--- config.mk ---
export PLATFORM = sky130hd
export DESIGN_NAME = irqc_pair
export DESIGN_NICKNAME = d
export VERILOG_FILES = /design/src/rtl/irqc_pkg.sv /design/src/rtl/irqc_req_bank.sv /design/src/rtl/irqc_resolver.sv /design/src/rtl/irqc_service.sv /design/src/rtl/irqc_pair.sv
export SDC_FILE = /design/constraint.sdc
export NUM_CORES = 1
export LEC_CHECK = 0
export BUFFER_PORTS_ARGS = -buffer_cell sky130_fd_sc_hd__buf_2
export CORE_MARGIN = 3
export CORE_UTILIZATION = 60
export CTS_CLUSTER_SIZE = 40
export DETAILED_ROUTE_END_ITERATION = 6
export PLACE_DENSITY = 0.87
export REMOVE_ABC_BUFFERS = 1
export SYNTH_ARGS = -nofsm -noshare
export SYNTH_HDL_FRONTEND = slang
export SYNTH_SLANG_ARGS = --single-unit
--- constraint.sdc ---
create_clock -name clk -period 4.7 [get_ports clk]
set_input_delay 0.47 -clock clk [delete_from_list [all_inputs] [get_ports clk]]
set_output_delay 0.47 -clock clk [all_outputs]
set_load 0.02 [all_outputs]
--- src/rtl/irqc_pkg.sv ---
package irqc_pkg;

   // Fixed priority rank of a position; lower rank wins.
   // The cascade position shares the rank of the first secondary line so an
   // in-service cascade blocks the whole secondary stage.
   function automatic int line_rank(input int l, input int lp, input int casc);
      if (l == casc)      return casc;
      else if (l < casc)  return l;
      else if (l >= lp)   return casc + (l - lp);
      else                return l + lp - 1;
   endfunction

endpackage

--- src/rtl/irqc_req_bank.sv ---
module irqc_req_bank #(
   parameter int LP    = 8,
   parameter int CASC  = 2,
   parameter int TIMER = 0,
   parameter int AUX   = 13,
   localparam int TOTAL = 2 * LP
) (
   input  logic             clk,
   input  logic             rst_n,
   input  logic [TOTAL-1:0] ext_req,
   input  logic             timer_req,
   input  logic             aux_req,
   input  logic [TOTAL-1:0] level_mode,
   input  logic [TOTAL-1:0] clr,
   output logic [TOTAL-1:0] irr
);

   for (genvar g = 0; g < TOTAL; g++) begin : g_line
      if (g == CASC) begin : g_cascade
         logic unused_cas;
         assign unused_cas = ext_req[g] ^ level_mode[g] ^ clr[g];
         assign irr[g] = 1'b0;
      end else begin : g_req
         logic src, prev_q, req_q;
         if (g == TIMER) begin : g_tmr
            logic unused_ext;
            assign unused_ext = ext_req[g];
            assign src = timer_req;
         end else if (g == AUX) begin : g_aux
            logic unused_ext;
            assign unused_ext = ext_req[g];
            assign src = aux_req;
         end else begin : g_ext
            assign src = ext_req[g];
         end

         always_ff @(posedge clk) begin
            if (!rst_n) begin
               prev_q <= 1'b0;
               req_q  <= 1'b0;
            end else begin
               prev_q <= src;
               if (level_mode[g])
                  req_q <= src;
               else
                  req_q <= (req_q & ~clr[g]) | (src & ~prev_q);
            end
         end
         assign irr[g] = req_q;
      end
   end

endmodule

--- src/rtl/irqc_resolver.sv ---
module irqc_resolver
   import irqc_pkg::*;
#(
   parameter int LP   = 8,
   parameter int CASC = 2,
   localparam int TOTAL = 2 * LP,
   localparam int LN_W  = $clog2(TOTAL)
) (
   input  logic [TOTAL-1:0] irr,
   input  logic [TOTAL-1:0] mask,
   input  logic [TOTAL-1:0] isr,
   output logic             req,
   output logic [LN_W-1:0]  win
);

   int best_rk, blk_rk;

   always_comb begin
      best_rk = TOTAL - 1;
      blk_rk  = TOTAL - 1;
      win     = '0;
      for (int l = 0; l < LP; l++) begin
         if (isr[l] && line_rank(l, LP, CASC) < blk_rk)
            blk_rk = line_rank(l, LP, CASC);
      end
      for (int l = 0; l < TOTAL; l++) begin
         if (l != CASC && irr[l] && !mask[l] && (l < LP || !mask[CASC]) &&
             line_rank(l, LP, CASC) < best_rk) begin
            best_rk = line_rank(l, LP, CASC);
            win     = LN_W'(l);
         end
      end
      req = best_rk < blk_rk;
   end

endmodule

--- src/rtl/irqc_service.sv ---
module irqc_service
   import irqc_pkg::*;
#(
   parameter int LP   = 8,
   parameter int CASC = 2,
   localparam int TOTAL = 2 * LP,
   localparam int LN_W  = $clog2(TOTAL)
) (
   input  logic             clk,
   input  logic             rst_n,
   input  logic             ack_fire,
   input  logic [LN_W-1:0]  win,
   input  logic             eoi,
   output logic [TOTAL-1:0] isr_q
);

   logic [TOTAL-1:0] isr_d;
   int top_ln, top_rk;
   logic sec_done;

   always_comb begin
      isr_d    = isr_q;
      top_ln   = -1;
      top_rk   = TOTAL;
      sec_done = 1'b0;
      if (eoi) begin
         for (int l = 0; l < LP; l++) begin
            if (isr_q[l] && line_rank(l, LP, CASC) < top_rk) begin
               top_rk = line_rank(l, LP, CASC);
               top_ln = l;
            end
         end
         for (int l = 0; l < LP; l++)
            if (l == top_ln) isr_d[l] = 1'b0;
         if (top_ln == CASC) begin
            for (int l = LP; l < TOTAL; l++) begin
               if (isr_q[l] && !sec_done) begin
                  isr_d[l] = 1'b0;
                  sec_done = 1'b1;
               end
            end
         end
      end
      if (ack_fire) begin
         isr_d[win] = 1'b1;
         if (int'(win) >= LP) isr_d[CASC] = 1'b1;
      end
   end

   always_ff @(posedge clk) begin
      if (!rst_n) isr_q <= '0;
      else        isr_q <= isr_d;
   end

endmodule

--- src/rtl/irqc_pair.sv ---
module irqc_pair #(
   parameter int          LP           = 8,
   parameter int          VEC_W        = 8,
   parameter int          CASC         = 2,
   parameter int          TIMER        = 0,
   parameter int          AUX          = 13,
   parameter logic [7:0]  PRI_RST_BASE = 8'h08,
   parameter logic [7:0]  SEC_RST_BASE = 8'h70,
   localparam int TOTAL = 2 * LP,
   localparam int LN_W  = $clog2(TOTAL),
   localparam int IDX_W = $clog2(LP),
   localparam int HI_W  = VEC_W - IDX_W
) (
   input  logic             clk,
   input  logic             rst_n,
   input  logic [TOTAL-1:0] ext_req,
   input  logic             timer_req,
   input  logic             aux_req,
   input  logic             wr_en,
   input  logic [1:0]       wr_addr,
   input  logic [TOTAL-1:0] wr_data,
   input  logic             inta,
   output logic             int_out,
   output logic [VEC_W-1:0] vec_out,
   output logic             vec_valid
);

   if (LP != (1 << IDX_W))         begin : g_chk_lp   $error("LP must be a power of two");            end
   if (TOTAL != 2 * VEC_W)         begin : g_chk_w    $error("write data must hold both bases");      end
   if (CASC >= LP || TIMER >= LP)  begin : g_chk_pos  $error("cascade and timer must be primary");    end
   if (AUX < LP || AUX >= TOTAL)   begin : g_chk_aux  $error("aux source must be secondary");         end
   if (VEC_W > 8)                  begin : g_chk_vw   $error("reset bases limited to 8 bits");        end

   localparam logic [1:0] A_MASK = 2'd0, A_TRIG = 2'd1, A_BASE = 2'd2, A_EOI = 2'd3;

   logic [TOTAL-1:0] mask_q, level_q, irr_q, isr_q, clr;
   logic [HI_W-1:0]  pri_hi, sec_hi;
   logic             int_req, ack_fire, eoi;
   logic [LN_W-1:0]  win;
   logic             unused_wr;

   assign unused_wr = ^{wr_data[IDX_W-1:0], wr_data[VEC_W+IDX_W-1:VEC_W]};

   always_ff @(posedge clk) begin
      if (!rst_n) begin
         mask_q  <= '1;
         level_q <= '0;
         pri_hi  <= PRI_RST_BASE[VEC_W-1:IDX_W];
         sec_hi  <= SEC_RST_BASE[VEC_W-1:IDX_W];
      end else if (wr_en) begin
         case (wr_addr)
            A_MASK: mask_q  <= wr_data;
            A_TRIG: level_q <= wr_data;
            A_BASE: begin
               pri_hi <= wr_data[VEC_W-1:IDX_W];
               sec_hi <= wr_data[2*VEC_W-1:VEC_W+IDX_W];
            end
            default: ;
         endcase
      end
   end

   assign eoi      = wr_en && (wr_addr == A_EOI);
   assign ack_fire = inta && int_req;
   assign clr      = ack_fire ? (TOTAL'(1) << win) : '0;

   irqc_req_bank #(.LP(LP), .CASC(CASC), .TIMER(TIMER), .AUX(AUX)) u_bank (
      .clk(clk), .rst_n(rst_n), .ext_req(ext_req), .timer_req(timer_req),
      .aux_req(aux_req), .level_mode(level_q), .clr(clr), .irr(irr_q)
   );

   irqc_resolver #(.LP(LP), .CASC(CASC)) u_pick (
      .irr(irr_q), .mask(mask_q), .isr(isr_q), .req(int_req), .win(win)
   );

   irqc_service #(.LP(LP), .CASC(CASC)) u_svc (
      .clk(clk), .rst_n(rst_n), .ack_fire(ack_fire), .win(win), .eoi(eoi),
      .isr_q(isr_q)
   );

   assign int_out = int_req;

   always_ff @(posedge clk) begin
      if (!rst_n) begin
         vec_valid <= 1'b0;
         vec_out   <= '0;
      end else begin
         vec_valid <= inta;
         if (inta) begin
            if (!int_req)       vec_out <= {pri_hi, {IDX_W{1'b1}}};
            else if (win[IDX_W]) vec_out <= {sec_hi, win[IDX_W-1:0]};
            else                vec_out <= {pri_hi, win[IDX_W-1:0]};
         end
      end
   end

endmodule

### Word level (Yosys, flattened, before mapping)

Cells that the tools add are included.

| cells by class | value |
|---|---|
| $lt $le $gt $ge | 33 |
| equal/unequal tests | 11 |
| reduce and logical (&&, ||, !) cells | 90 |
| shifts and indexed selects | 1 |
| muxes and demuxes | 128 |
| bitwise gates (word level) | 76 |

Operator list:

| kind | count |
|---|---|
| two-way mux 32 bit | 37 |
| < comparator 32 bit | 7 |
| < comparator 5 x 32 -> 1 bit (first input constant) | 5 |
| == test 4 x 32 -> 1 bit (first input constant) | 4 |
| two-way mux 4 bit | 24 |
| == test 3 x 32 -> 1 bit (first input constant) | 2 |
| logical AND 1 bit | 62 |
| two-way mux 1 bit | 54 |
| two-way mux 16 bit | 3 |
| == test 2 x 32 -> 1 bit (first input constant) | 1 |
| == test 32 x 3 -> 1 bit (second input constant) | 1 |
| zero test 32 bit | 1 |
| < comparator 2 x 32 -> 1 bit (first input constant) | 1 |
| < comparator 3 x 32 -> 1 bit (first input constant) | 1 |
| < comparator 32 x 6 -> 1 bit (second input constant) | 1 |
| < comparator 5 x 32 -> 1 bit | 1 |
| AND 1 bit | 30 |
| NOT 1 bit | 30 |
| < comparator 4 bit (first input constant) | 7 |
| two-way mux 8 bit | 3 |
| zero test 1 bit | 23 |
| < comparator 3 x 4 -> 1 bit (first input constant) | 4 |
| bitwise OR 16 bit | 1 |
| << shifter 1 x 4 -> 16 bit (first input constant) | 1 |
| 14 further kinds | 35 |

| storage, ports and cells | value |
|---|---|
| register bits | 97 |
| input port bits | 40 |
| logic and storage cells | 376 |

### Longest topological paths before layout

Gate-level depths: netlist of run 1.

| logic depth | value |
|---|---|
| word-level depth | 76 |
| gate-level depth with buffers | 12 |
| depth with buffers taken out | 12 |

### Hierarchy

From an unflattened synthesis of run 1, not the netlist that was laid out.

| second synthesis, totals | value |
|---|---|
| cell total of the unflattened synthesis | 532 |
| area, all modules | 4,922.2 µm² |

By module, submodules not included:

| module | seq. area each (µm²) | times used | area each (µm²) | cells an instance |
|---|---|---|---|---|
| irqc_pair | 1,021.0 | 1 | 2,285.9 | 247 |
| irqc_req_bank | 600.6 | 1 | 1,283.7 | 110 |
| irqc_service | 320.3 | 1 | 742.0 | 85 |
| irqc_resolver | 0.0 | 1 | 610.6 | 90 |

### Least setup slack after synthesis of run 1

No wires, ideal clock.

| path | value |
|---|---|
| kind | register to register |
| from | register u_bank.g_line[1].g_req.req_q |
| to | register u_bank.g_line[3].g_req.req_q |
| setup slack | 1,470 ps |
| cell stages (with the launch flop) | 12 |
| path buffers | 0 |
| arrival | 3,114 ps |
| required time | 4,584 ps |
| cell sequence | dfxtp_1 nor2b_4 or3_4 a2111oi_4 nor3_1 ha_1 o21a_1 or2_2 o221ai_2 nand2_2 or3_1 a41o_1 |

| between the ends | value |
|---|---|
| cells in the longest elaborated chain, start to end | 49 |
| elaborated cells between the ends (all ways) | 64 |
| classes of those cells | order compare: 14; shift: 1; mux: 30; bitwise: 3; reduce/logical: 16 |

RTL lines:

| element | line | text |
|---|---|---|
| start, declared | irqc_req_bank.sv:24 | `logic src, prev_q, req_q;` |
| start signal, assigned | irqc_req_bank.sv:44 | `req_q <= src;` |
| start signal, assigned | irqc_req_bank.sv:46 | `req_q <= (req_q & ~clr[g]) \| (src & ~prev_q);` |
| logical AND 1 bit * (2 in a row) | irqc_resolver.sv:27 | `if (l != CASC && irr[l] && !mask[l] && (l < LP \|\| !mask[CASC]) &&` |
| two-way mux 4 bit | irqc_resolver.sv:27 |  |
| < comparator 4 bit | irqc_resolver.sv:28 | `line_rank(l, LP, CASC) < best_rk) begin` |
| logical AND 1 bit | irqc_resolver.sv:27 |  |
| two-way mux 4 bit | irqc_resolver.sv:27 |  |
| < comparator 4 bit | irqc_resolver.sv:28 |  |
| logical AND 1 bit | irqc_resolver.sv:27 |  |
| two-way mux 4 bit | irqc_resolver.sv:27 |  |
| (+32 left out) | n/a |  |
| two-way mux 4 bit | irqc_resolver.sv:27 |  |
| < comparator 5 x 32 -> 1 bit | irqc_resolver.sv:33 | `req = best_rk < blk_rk;` |
| logical AND 1 bit | irqc_pair.sv:64 | `assign ack_fire = inta && int_req;` |
| two-way mux 16 bit * | irqc_pair.sv:65 | `assign clr = ack_fire ? (TOTAL'(1) << win) : '0;` |
| NOT 1 bit * | irqc_req_bank.sv:46 |  |
| AND 1 bit * | irqc_req_bank.sv:46 |  |
| bitwise OR 1 bit * | irqc_req_bank.sv:46 |  |
| two-way mux 1 bit * | irqc_req_bank.sv:43 | `if (level_mode[g])` |
| end signal, assigned | irqc_req_bank.sv:44 |  |
| end signal, assigned | irqc_req_bank.sv:46 |  |
| end, declared | irqc_req_bank.sv:24 |  |

Every way passes the cells marked *; elsewhere a longest branch is shown, timed or not.
A chain may end at the register's enable or synchronous reset.

### Worst setup path after layout of run 1

| path | value |
|---|---|
| from | register mask_q[2] |
| to | output port int_out |

| between the ends | value |
|---|---|
| cells in the longest elaborated chain, start to end | 26 |
| elaborated cells between the ends (all ways) | 33 |
| classes of those cells | order compare: 8; mux: 8; reduce/logical: 17 |

RTL lines:

| element | line | text |
|---|---|---|
| start, declared | irqc_pair.sv:36 | `logic [TOTAL-1:0] mask_q, level_q, irr_q, isr_q, clr;` |
| start signal, assigned | irqc_pair.sv:52 | `A_MASK: mask_q <= wr_data;` |
| zero test 1 bit * | n/a |  |
| logical AND 1 bit (2 in a row) | irqc_resolver.sv:27 |  |
| two-way mux 4 bit | irqc_resolver.sv:27 |  |
| < comparator 2 x 4 -> 1 bit | irqc_resolver.sv:28 |  |
| logical AND 1 bit | irqc_resolver.sv:27 |  |
| two-way mux 4 bit | irqc_resolver.sv:27 |  |
| < comparator 3 x 4 -> 1 bit | irqc_resolver.sv:28 |  |
| logical AND 1 bit | irqc_resolver.sv:27 |  |
| (+9 left out) | n/a |  |
| two-way mux 4 bit | irqc_resolver.sv:27 |  |
| < comparator 4 bit | irqc_resolver.sv:28 |  |
| logical AND 1 bit | irqc_resolver.sv:27 |  |
| two-way mux 4 bit | irqc_resolver.sv:27 |  |
| < comparator 4 bit | irqc_resolver.sv:28 |  |
| logical AND 1 bit | irqc_resolver.sv:27 |  |
| two-way mux 4 bit * | irqc_resolver.sv:27 |  |
| < comparator 5 x 32 -> 1 bit * | irqc_resolver.sv:33 |  |
| end, declared | irqc_pair.sv:23 | `output logic int_out,` |

Marked as above.

==> metrics.md, run 1 <==
| Metric | Value |
|---|---|
| Outcome | `finished clean` |
| Row cnt | `29` |
| Core area | `6420 um^2` |
| GPL Wtd Cong | `0.896` |
| Vias in the first global route | `3,499` |
| Setup CP Type | `reg -> out` |
| Worst skew pair latency | `0.37 ns` |
| Gr busiest metal | `met2` |
| RSZ-0062 raised after global routing | `false` |
| Post-Route WL | `9.89 mm` |
| Antenna Cells | `0` |
| Max-slew violations | `0` |
| WP data required | `4.23 ns` |
| Tmin final | `3.92 ns` |
| Drt first pass iters | `5` |
| I/O pins | `50` |
| Design area | `4510 um^2` |
| Final period utilization | `0.835` |
| Overflow after GRT | `0` |
| Synth warn | `0` |
| IO Port Bufs | `46` |
| Routing usage on met2 | `0.456` |
| Post-synth EDFFs | `0` |
| Nets | `569` |
| Maximum number of pins on one net before global-route repair | `56` |
| HP Class | `in -> reg` |
| Vias/cell | `5.96` |
| Initial Util | `0.625` |
| TritonCTS clock tree | `yes` |
| Peak VDD IR | `274 uV` |
| Post-route insts no fill | `608` |
| GRT met1 Usage | `0.340` |
| Synth area leader | `dfxtp_1` |
| Placed instance area | `4280 um^2` |
| Layout cells sized above 1 | `0.169` |
| Setup violators final | `0` |
| Die Span Y | `87.8 um` |
| Cell Pwr Density | `418 nW/um^2` |
| Avg Inst Size Synth | `8.24 um^2` |
| Synth Instances | `487` |
| Setup Buffers After CTS | `0` |
| Post-cts sizing count | `0` |
| DR vias | `3,622` |
| Fmax | `255 MHz` |
| Inserted Clock Buffers | `9` |
| Crit path capture type | `output port` |
| Worst Tran Pin Value | `1.13 ns` |
| Synth cell types | `64` |
| Crit start category | `flop` |
| Cts hold-fix bufs | `0` |
| Max-cap violations | `0` |
| Synth area leaders | `dfxtp_1 (44%), nand2_1 (9.3%), a21oi_1 (6.0%)` |
| #FFs+latches synth | `88` |
| Placed insts | `592` |
| Sink Count | `88` |
| Commonest non-fill, non-tap cell in the layout | `nand2_1` |
| DRC | `0` |
| Antenna Nets Post-Route | `0` |
| Gr usage total | `0.271` |
| Slew margin rel. | `0.246` |
| Post-synthesis sequential area ratio | `0.439` |
| Clock Skews | `0.0146 ns` |
| Post-Syn Area | `4010 um^2` |
| Leak pwr | `0.00179 uW` |
| Iter 0 DRT Violations | `221` |
| Die Wd | `87.8 um` |
| WL/cell | `16.3 um` |
| Data arrival, critical path | `3.45 ns` |
| Root buffer cell | `clkbuf_8` |
| Synth top area share | `0.439` |
| First-pass GRT wire length | `16.3 mm` |
| Commonest non-fill, non-tap cells in the layout | `nand2_1 (99), dfxtp_1 (88), a21oi_1 (48)` |
| Tot Pwr | `1880 uW` |
| Fin. Hold Viols | `0` |
| Clock H-tree levels | `3` |
| GR Layer Usage met3 | `0.0649` |
| Hold WS | `0.313 ns` |
| Die area | `7700 um^2` |
| Main synth FF type | `dfxtp_1` |
| Clock transition at path regs | `0.09 ns` |
| DP Wirelength | `7.03 mm` |
| FFs w/ async S/R, synth | `0` |
| Fin Setup TNS | `0 ns` |
| Area added between synthesis and finish | `12.4%` |
| Clk buf depth | `2` |
| Crit Path Max Fanout | `11` |
| Antenna violations before repair | `0` |
## area by class of cell
class                      count  area, um^2
fill                         540        1910
sequential                    88        1760
clock buffer                   9         124
clock inverter                 7         110
timing repair buffer          48         245
multi-input combinational    357        2090
inverter                      22        82.6
tap                           77        96.3
## synth_stat cells, types with 5 or more instances
master and instances:
inv_1 21, o21ai_0 31, dfxtp_1 88, a21oi_1 48, nand3b_1 5, mux2i_1 5, nand3_1 25, nand2_1 99
nor2_1 14, nor3_1 7, clkbuf_1 19, and2_1 17, nor2b_1 10, o31ai_1 7, nand2b_1 12
## worst paths after layout
kind	cells past startpoint	start	end	slack [ns]
max	10	mask_q[2]	int_out	0.78
min	2	ext_req[14]	u_bank.g_line[14].g_req.prev_q	0.31
max reg2reg	10	mask_q[2]	u_bank.g_line[7].g_req.req_q	1.03
min reg2reg	2	level_q[7]	level_q[7]	0.46
## worst max-delay path: stages, from the launching register on
cell and delay (ns):
dfxtp_1 0.46, or3_4 0.49, a2111oi_4 0.43, nor3_1 0.13
ha_1 0.30, o21a_1 0.11, o21ai_0 0.09, a31o_2 0.24
a311oi_1 0.49, nor2_1 0.16, buf_2 0.20
## layer usage
| layer | up-vias | share of wire |
|---|---|---|
| li1 | 1778 | - |
| met3 | 22 | 0.059 |
| met4 | 0 | 0.022 |
| met5 | - | 0 |
| met2 | 119 | 0.49 |
| met1 | 1703 | 0.43 |
## kinds of logic (layout without fill, tap and decap cells)
logic type                 count (synthesis)  count (layout)  synth area share
and+or+nand+nor                          223             223             0.291
buffers and inverters                     42              86            0.0412
AOI/OAI and AO/OA                        126             126             0.207
DFF                                       88              88             0.439
muxes                                      5               5            0.0125
adders and majority gates                  3               3           0.00936
## power breakdown
part | switching [uW] | internal [uW] | total [uW] | leakage [uW]
Sequential | 36.3 | 796 | 833 | 0.000725
Combinational | 283 | 169 | 452 | 0.000948
Clock | 290 | 309 | 599 | 0.000114
Total | 609 | 1270 | 1880 | 0.00179
## flip-flops by register name, summed over array words and instances (netlist names)
register                    cells
u_bank.g_line.g_req.req_q      15
u_bank.g_line.g_req.prev_q     15
mask_q                         16
vec_valid                       1
pri_hi                          5
vec_out                         8
level_q                        15
sec_hi                          5
u_svc.isr_q                     8
## metrics by stage
step / utilization / setup slack, ns
final: 0.702 / 0.775
after global routing: 0.702 / 0.534
after CTS: 0.702 / 0.796
after detailed placement: 0.666 / 1.07
after global placement: 0.666 / 1.13
after floorplan: - / 1.45
No activity file was read; power rests on OpenSTA's default activity.
==> run 2: changes to the inputs <==
--- a/config.mk
+++ b/config.mk
@@ -7,10 +7,10 @@
 export LEC_CHECK = 0
 export BUFFER_PORTS_ARGS = -buffer_cell sky130_fd_sc_hd__buf_2
 export CORE_MARGIN = 3
-export CORE_UTILIZATION = 60
+export CORE_UTILIZATION = 52
 export CTS_CLUSTER_SIZE = 40
 export DETAILED_ROUTE_END_ITERATION = 6
-export PLACE_DENSITY = 0.87
+export PLACE_DENSITY = 0.81
 export REMOVE_ABC_BUFFERS = 1
 export SYNTH_ARGS = -nofsm -noshare
 export SYNTH_HDL_FRONTEND = slang
==> constraint.sdc (replaced) <==
create_clock -name clk -period 3.5 [get_ports clk]
set_input_delay 0.35 -clock clk [delete_from_list [all_inputs] [get_ports clk]]
set_output_delay 0.35 -clock clk [all_outputs]
set_load 0.02 [all_outputs]
==> run 2 against run 1 <==
Effect of this change:
- global-route usage is 4.0 points lower
- clock-buffer cell count stayed put
- critical path depth is 1 higher
- clock skew is 0.0015 ns higher
- combinational power is 53% higher
- non-clock buffer count is 7 higher
- die area is 14% higher
- via count is 1.5% lower
- sequential cell count stayed put
==> metrics.md, run 2 (synthesis results as in run 1) <==
| Metric | Value |
|---|---|
| Outcome | `finished clean (unchanged)` |
| Vias in the first global route | `3,393 (was 3,499)` |
| Tot Pwr | `2570 uW (was 1880 uW)` |
| Initial Util | `0.544 (was 0.625)` |
| Iter 0 DRT Violations | `238 (was 221)` |
| Maximum number of pins on one net before global-route repair | `55 (was 56)` |
| Antenna Nets Post-Route | `0 (unchanged)` |
| Clock H-tree levels | `3 (unchanged)` |
| Cell Pwr Density | `557 nW/um^2 (was 418 nW/um^2)` |
| Area added between synthesis and finish | `15.0% (was 12.4%)` |
| Crit start category | `flop (unchanged)` |
| Die Span Y | `93.8 um (was 87.8 um)` |
| Hold depth | `2 (unchanged)` |
| Root buffer cell | `clkbuf_8 (unchanged)` |
| Switching Power | `809 uW (was 609 uW)` |
| Fin. Hold Viols | `0 (unchanged)` |
| Max-slew violations | `0 (unchanged)` |
| Worst r2r src | `u_bank.g_line[1].g_req.req_q (was mask_q[2])` |
| CP peak stage delay | `0.42 ns (was 0.49 ns)` |
| WP data required | `3.15 ns (was 4.23 ns)` |
| RSZ-0062 raised after global routing | `false (unchanged)` |
| Tmin final | `3.32 ns` |
| Fill cells | `647 (was 540)` |
| DRC | `0 (unchanged)` |
| Sink Count | `88 (unchanged)` |
| Worst R2R End | `u_bank.g_line[13].g_req.req_q (was u_bank.g_line[7].g_req.req_q)` |
| Logic pwr share | `0.269 (was 0.240)` |
| Final period utilization | `0.948` |
| Antenna violations before repair | `0 (unchanged)` |
| Clock Skews | `0.0161 ns (was 0.0146 ns)` |
| Reg2reg path depth | `12 (was 10)` |
| Reg2reg setup slack | `0.22 ns (was 1.03 ns)` |
| Commonest non-fill, non-tap cell in the layout | `nand2_1 (unchanged)` |
| Cts hold-fix bufs | `0 (unchanged)` |
| Biggest register | `mask_q (unchanged)` |
| First-pass GRT wire length | `16.0 mm (was 16.3 mm)` |
| Placed instance area | `4350 um^2 (was 4280 um^2)` |
| DR vias | `3,566 (was 3,622)` |
| Fmax | `301 MHz` |
| WHS Endpoint | `u_bank.g_line[10].g_req.prev_q (was u_bank.g_line[14].g_req.prev_q)` |
| I/O pins | `50 (unchanged)` |
| TritonCTS clock tree | `yes (unchanged)` |
| Antenna Cells | `0 (unchanged)` |
| Net switching share of the total power | `0.315 (was 0.323)` |
| Largest register FFs | `16 (unchanged)` |
| DP Wirelength | `7.42 mm (was 7.03 mm)` |
| Sequential Power Share | `0.434 (was 0.442)` |
| WL/cell | `15.7 um (was 16.3 um)` |
| Cell-internal power | `1760 uW (was 1270 uW)` |
| Fin Setup TNS | `0 ns (unchanged)` |
| Design area | `4610 um^2 (was 4510 um^2)` |
| Crit path capture type | `output port (unchanged)` |
| GPL Wtd Cong | `0.958 (was 0.896)` |
| Nets | `576 (was 569)` |
| Hold path startpoint | `ext_req[10] (was ext_req[14])` |
| Data arrival, critical path | `2.97 ns (was 3.45 ns)` |
| Gr usage total | `0.231 (was 0.271)` |
| IO Port Bufs | `46 (unchanged)` |
| Layout cells sized above 1 | `0.190 (was 0.169)` |
| Slowest cell on the critical path | `or3_4 (unchanged)` |
| Max-cap violations | `0 (unchanged)` |
| Setup CP Type | `reg -> out (unchanged)` |
| Post-Route WL | `9.97 mm (was 9.89 mm)` |
| Clock transition at path regs | `0.09 ns (about the same)` |
| Clock power share | `0.297 (was 0.318)` |
| Die Wd | `93.8 um (was 87.8 um)` |
| Inserted Clock Buffers | `9 (unchanged)` |
| Worst Tran Pin Value | `1.13 ns (about the same)` |
| Crit Path Max Fanout | `4 (was 11)` |
| Slew margin rel. | `0.247 (was 0.246)` |
| Final core occ | `0.626 (was 0.702)` |
| Vias/cell | `5.61 (was 5.96)` |
| Leak pwr | `0.00182 uW (was 0.00179 uW)` |
| Drt first pass iters | `7 (was 5)` |
| Commonest non-fill, non-tap cells in the layout | `nand2_1 (99), dfxtp_1 (87), a21oi_1 (48) (was nand2_1 (99), dfxtp_1 (88), a21oi_1 (48))` |
| Worst skew pair latency | `0.35 ns (was 0.37 ns)` |
| Core area | `7370 um^2 (was 6420 um^2)` |
| Overflow after GRT | `0 (unchanged)` |
| Cells along the critical path | `nor2b_4, or3_4, a2111oi_4, nor3_2, ha_1, o21a_1, o21ai_0, a31o_2, a311oi_4, nor2_2, buf_4 (was or3_4, a2111oi_4, nor3_1, ha_1, o21a_1, o21ai_0, a31o_2, a311oi_1, nor2_1, buf_2)` |
| Die area | `8800 um^2 (was 7700 um^2)` |
| Clk buf depth | `2 (unchanged)` |
| Row cnt | `31 (was 29)` |
| Setup violators final | `0 (unchanged)` |
| Peak VDD IR | `265 uV (was 274 uV)` |
| HP Class | `in -> reg (unchanged)` |
[run 2: final cells by class]
class,count,area [um^2],area share
multi-input combinational,357,2130,0.461
sequential,88,1760,0.382
timing repair buffer,55,300,0.0651
clock buffer,9,124,0.0269
tap,99,124,0.0269
clock inverter,6,92.6,0.0201
inverter,22,82.6,0.0179
[run 2: metal layers]
| metal | wire length, um | up-vias | global-route usage |
|---|---|---|---|
| met4 | 135 | 0 | 0.0722 |
| li1 | - | 1788 | - |
| met3 | 474 | 15 | 0.0296 |
| met2 | 4720 | 109 | 0.378 |
| met1 | 4650 | 1654 | 0.318 |
| met5 | 0 | - | 0 |
[run 2: stage by stage]
stage	hold WS (ns)	cells	worst slack [ns]
after floorplan	0.422	467	0.251
after global placement	0.441	620	0.192
after detailed placement	0.450	620	0.0349
after CTS	0.198	635	0.000967
after global routing	0.203	636	0.00567
final	0.211	636	0.181
[run 2: worst max path at each step]
stage                                            start                       endpoint  slack, ns  cells past startpoint
after floorplan                              mask_q[2]   u_bank.g_line[3].g_req.req_q       0.25                     10
after global placement    u_bank.g_line[1].g_req.req_q   u_bank.g_line[0].g_req.req_q       0.19                     12
after detailed placement  u_bank.g_line[1].g_req.req_q  u_bank.g_line[13].g_req.req_q       0.03                     12
after CTS                 u_bank.g_line[1].g_req.req_q  u_bank.g_line[13].g_req.req_q      0.001                     12
after global routing                        mask_q[11]                        int_out      0.006                     11
final                     u_bank.g_line[1].g_req.req_q                        int_out       0.18                     11
[run 2: critical path: cells and delay by family (launching register included)]
| family | cells | cell delay (ns) |
|---|---|---|
| flops | 1 | 0.33 |
| compound gates | 5 | 1.12 |
| simple gates | 4 | 0.72 |
| fa+ha+maj | 1 | 0.29 |
| buf+inv | 1 | 0.17 |
[run 2: repair_timing]
item	CTS	global route
pin swaps	0	5
setup endpoints to repair	1	8
buffers inserted	0	1
resized for setup	2	6
[run 2: power groups by stage]
stage	Combinational, uW	Clock, uW	Sequential [uW]
2_1_floorplan	407	0	1150
3_3_place_gp	624	0	1130
3_5_place_dp	639	0	1140
4_1_cts	661	774	1110
5_1_grt	759	809	1120
6_report	692	762	1110
==> run 3: changes to the inputs <==
--- a/config.mk
+++ b/config.mk
@@ -5,12 +5,13 @@
 export SDC_FILE = /design/constraint.sdc
 export NUM_CORES = 1
 export LEC_CHECK = 0
+export ABC_AREA = 1
 export BUFFER_PORTS_ARGS = -buffer_cell sky130_fd_sc_hd__buf_2
 export CORE_MARGIN = 3
 export CORE_UTILIZATION = 52
 export CTS_CLUSTER_SIZE = 40
 export DETAILED_ROUTE_END_ITERATION = 6
-export PLACE_DENSITY = 0.81
+export PLACE_DENSITY = 0.73
 export REMOVE_ABC_BUFFERS = 1
 export SYNTH_ARGS = -nofsm -noshare
 export SYNTH_HDL_FRONTEND = slang
==> run 3 against run 2 <==
Effect of this change:
- critical path depth rose by 7
- via count rose by 1.0%
- sequential share of layout area rose by 0.53 points
- global-route usage fell by 1.8 points
- first-iteration DRC count fell by 36%
- largest cell class unchanged
==> metrics.md, run 3 <==
| Metric | Value |
|---|---|
| I/O pins | `50 (unchanged)` |
| Antenna Cells | `0 (unchanged)` |
| Peak VDD IR | `319 uV (was 265 uV)` |
| Crit start category | `flop (unchanged)` |
| Slew margin rel. | `0.455 (was 0.247)` |
| Drt first pass iters | `4 (was 7)` |
| WHS Endpoint | `u_bank.g_line[15].g_req.prev_q (was u_bank.g_line[10].g_req.prev_q)` |
| Cells along the critical path | `nor2_2, nand2_1, nand2_2, nor2_4, nand2_1, nand2_1, nor2_1, inv_2, o311ai_0, o21ai_0, nor2_1, ha_1, nand2_1, inv_1, nand2_4, nand2_4, inv_1, buf_2 (was nor2b_4, or3_4, a2111oi_4, nor3_2, ha_1, o21a_1, o21ai_0, a31o_2, a311oi_4, nor2_2, buf_4)` |
| IO Port Bufs | `46 (unchanged)` |
| Antenna Nets Post-Route | `0 (unchanged)` |
| Tmin final | `3.10 ns (was 3.32 ns)` |
| Fill cells | `715 (was 647)` |
| Max-slew violations | `0 (unchanged)` |
| Slowest cell on the critical path | `dfxtp_2 (was or3_4)` |
| Placed insts | `706 (was 620)` |
| Gr usage total | `0.214 (was 0.231)` |
| Worst skew pair latency | `0.36 ns (was 0.35 ns)` |
| Hold depth | `3 (was 2)` |
| Synth area leader | `dfxtp_1 (unchanged)` |
| Avg Inst Size Synth | `7.00 um^2 (was 8.24 um^2)` |
| DR vias | `3,602 (was 3,566)` |
| Biggest register | `mask_q (unchanged)` |
| Synth cell types | `31 (was 64)` |
| Layout cells sized above 1 | `0.160 (was 0.190)` |
| Synth area leaders | `dfxtp_1 (44%), nand2_1 (15%), inv_1 (7.6%) (was dfxtp_1 (44%), nand2_1 (9.3%), a21oi_1 (6.0%))` |
| Post-route insts no fill | `725 (was 636)` |
| Clk buf depth | `2 (unchanged)` |
| Commonest non-fill, non-tap cells in the layout | `nand2_1 (160), dfxtp_1 (87), inv_1 (81) (was nand2_1 (99), dfxtp_1 (87), a21oi_1 (48))` |
| Clock transition at path regs | `0.09 ns (about the same)` |
| CP peak stage delay | `0.47 ns (was 0.42 ns)` |
| Hold path startpoint | `ext_req[15] (was ext_req[10])` |
| Die area | `8820 um^2 (was 8800 um^2)` |
| TritonCTS clock tree | `yes (unchanged)` |
| Hold WS | `0.182 ns (was 0.211 ns)` |
| Iter 0 DRT Violations | `153 (was 238)` |
| Clock Skews | `0.0167 ns (was 0.0161 ns)` |
| Nets | `664 (was 576)` |
| Area added between synthesis and finish | `13.2% (was 15.0%)` |
| Final period utilization | `0.886 (was 0.948)` |
| Largest delay share family, worst path | `simple AND/OR/NAND/NOR gates (was compound AO/OA/AOI/OAI gates)` |
| Post-Route WL | `8.87 mm (was 9.97 mm)` |
| Most frequent cell after synthesis | `nand2_1 (unchanged)` |
| Data arrival, critical path | `2.75 ns (was 2.97 ns)` |
| WP data required | `3.15 ns (about the same)` |
| RSZ-0062 raised after global routing | `false (unchanged)` |
| DP Wirelength | `6.22 mm (was 7.42 mm)` |
| Worst Path Buf+Inv | `4 (was 1)` |
| Main synth FF type | `dfxtp_1 (unchanged)` |
| Top post-synthesis cells by count | `nand2_1 (160), dfxtp_1 (88), inv_1 (81) (was nand2_1 (99), dfxtp_1 (88), a21oi_1 (48))` |
| CP Launch Point | `mask_q[2] (was u_bank.g_line[1].g_req.req_q)` |
| Crit path top cell by count | `nand2_1` |
| Fmax | `322 MHz (was 301 MHz)` |
| Vias/cell | `4.97 (was 5.61)` |
| Root buffer cell | `clkbuf_8 (unchanged)` |
| Setup CP Type | `reg -> out (unchanged)` |
| Synth warn | `0 (unchanged)` |
| Setup violators final | `0 (unchanged)` |
| Vias in the first global route | `3,346 (was 3,393)` |
| Post-synthesis sequential area ratio | `0.438 (was 0.439)` |
| Row cnt | `31 (unchanged)` |
| GPL Wtd Cong | `0.884 (was 0.958)` |
| Initial Util | `0.545 (was 0.544)` |
| Die Span Y | `93.9 um (was 93.8 um)` |
| FFs w/ async S/R, synth | `0 (unchanged)` |
| Final core occ | `0.617 (was 0.626)` |
| Fin. Hold Viols | `0 (unchanged)` |
| Commonest non-fill, non-tap cell in the layout | `nand2_1 (unchanged)` |
| Largest register FFs | `16 (unchanged)` |
| Crit Path Max Fanout | `9 (was 4)` |
| Overflow after GRT | `0 (unchanged)` |
| Core area | `7370 um^2 (unchanged)` |
| Worst Tran Pin Value | `0.812 ns (was 1.13 ns)` |
| HP Class | `in -> reg (unchanged)` |
| Post-Syn Area | `4020 um^2 (was 4010 um^2)` |
| First-pass GRT wire length | `15.0 mm (was 16.0 mm)` |
| Leak pwr | `0.00233 uW (was 0.00182 uW)` |
| Die Wd | `93.9 um (was 93.8 um)` |
| Clock H-tree levels | `3 (unchanged)` |
| Outcome | `finished clean (unchanged)` |
| Reg2reg setup slack | `0.59 ns (was 0.22 ns)` |
| Reg2reg path depth | `21 (was 12)` |
| Synth Instances | `574 (was 487)` |
| #FFs+latches synth | `88 (unchanged)` |
| Maximum number of pins on one net before global-route repair | `63 (was 55)` |
| Worst R2R End | `u_bank.g_line[6].g_req.req_q (was u_bank.g_line[13].g_req.req_q)` |
| Inserted Clock Buffers | `9 (unchanged)` |
| Synth top area share | `0.438 (was 0.439)` |
| Sink Count | `88 (unchanged)` |
| Max-cap violations | `0 (unchanged)` |
| Antenna violations before repair | `0 (unchanged)` |
| DRC | `0 (unchanged)` |
| Worst r2r src | `mask_q[2] (was u_bank.g_line[1].g_req.req_q)` |
| WL/cell | `12.2 um (was 15.7 um)` |
| Cell Pwr Density | `559 nW/um^2 (was 557 nW/um^2)` |
| Fin Setup TNS | `0 ns (unchanged)` |
| Post-synth EDFFs | `0 (unchanged)` |
| Crit path capture type | `output port (unchanged)` |
-- run 3: power by group --
group	leakage (uW)	switching [uW]	internal, uW
Sequential	0.000725	36.2	1080
Combinational	0.00150	410	261
Clock	0.000108	356	403
Total	0.00233	802	1740
-- run 3: layout make-up --
cell class | count | area (um^2) | share of cell area
Clock buffer | 11 | 131 | 0.0289
Clock inverter | 5 | 78.8 | 0.0173
Tap cell | 99 | 124 | 0.0272
Timing Repair Buffer | 55 | 310 | 0.0682
Inverter | 86 | 323 | 0.0710
Sequential cell | 88 | 1760 | 0.388
Multi-Input combinational cell | 381 | 1820 | 0.400
-- run 3: worst min-delay path: stages --
cell and delay [ns]:
buf_2 0.07, nand2_1 0.04, inv_1 0.05
-- run 3: per-layer routing --
metal,GRT usage,up-vias,part of all wire
li1,-,1898,-
met1,0.285,1621,0.48
met2,0.342,65,0.46
met3,0.0369,18,0.038
met4,0.0866,0,0.022
met5,0,-,0
-- run 3: what timing repair did --
action                     in CTS  in global routing
buffers inserted                0                  3
hold buffers                    0                  0
setup endpoints to repair       0                  8
resized for setup               0                  2
-- run 3: cells by family after synthesis --
kind of cell               synth area share
adders and majority gates           0.00934
AOI/OAI and AO/OA                     0.132
buffers and inverters                 0.110
DFF                                   0.438
and+or+nand+nor                       0.311
-- run 3: worst max path at each step --
stage,cells after the start,end,slack [ns]
3_3_place_gp,20,u_bank.g_line[9].g_req.req_q,0.40
4_1_cts,16,int_out,0.20
6_report,18,int_out,0.40
3_5_place_dp,18,u_bank.g_line[8].g_req.req_q,0.31
2_1_floorplan,18,u_bank.g_line[12].g_req.req_q,0.65
5_1_grt,20,int_out,0.04
-- run 3: metrics by stage --
| stage | total power [uW] | instance area [um^2] | worst slack, ns |
|---|---|---|---|
| final | 2540 | 4550 | 0.398 |
| after CTS | 2500 | 4510 | 0.197 |
| after global placement | 1730 | 4300 | 0.402 |
| after floorplan | 1550 | 3900 | 0.649 |
| after detailed placement | 1750 | 4300 | 0.312 |
| after global routing | 2710 | 4550 | 0.0433 |
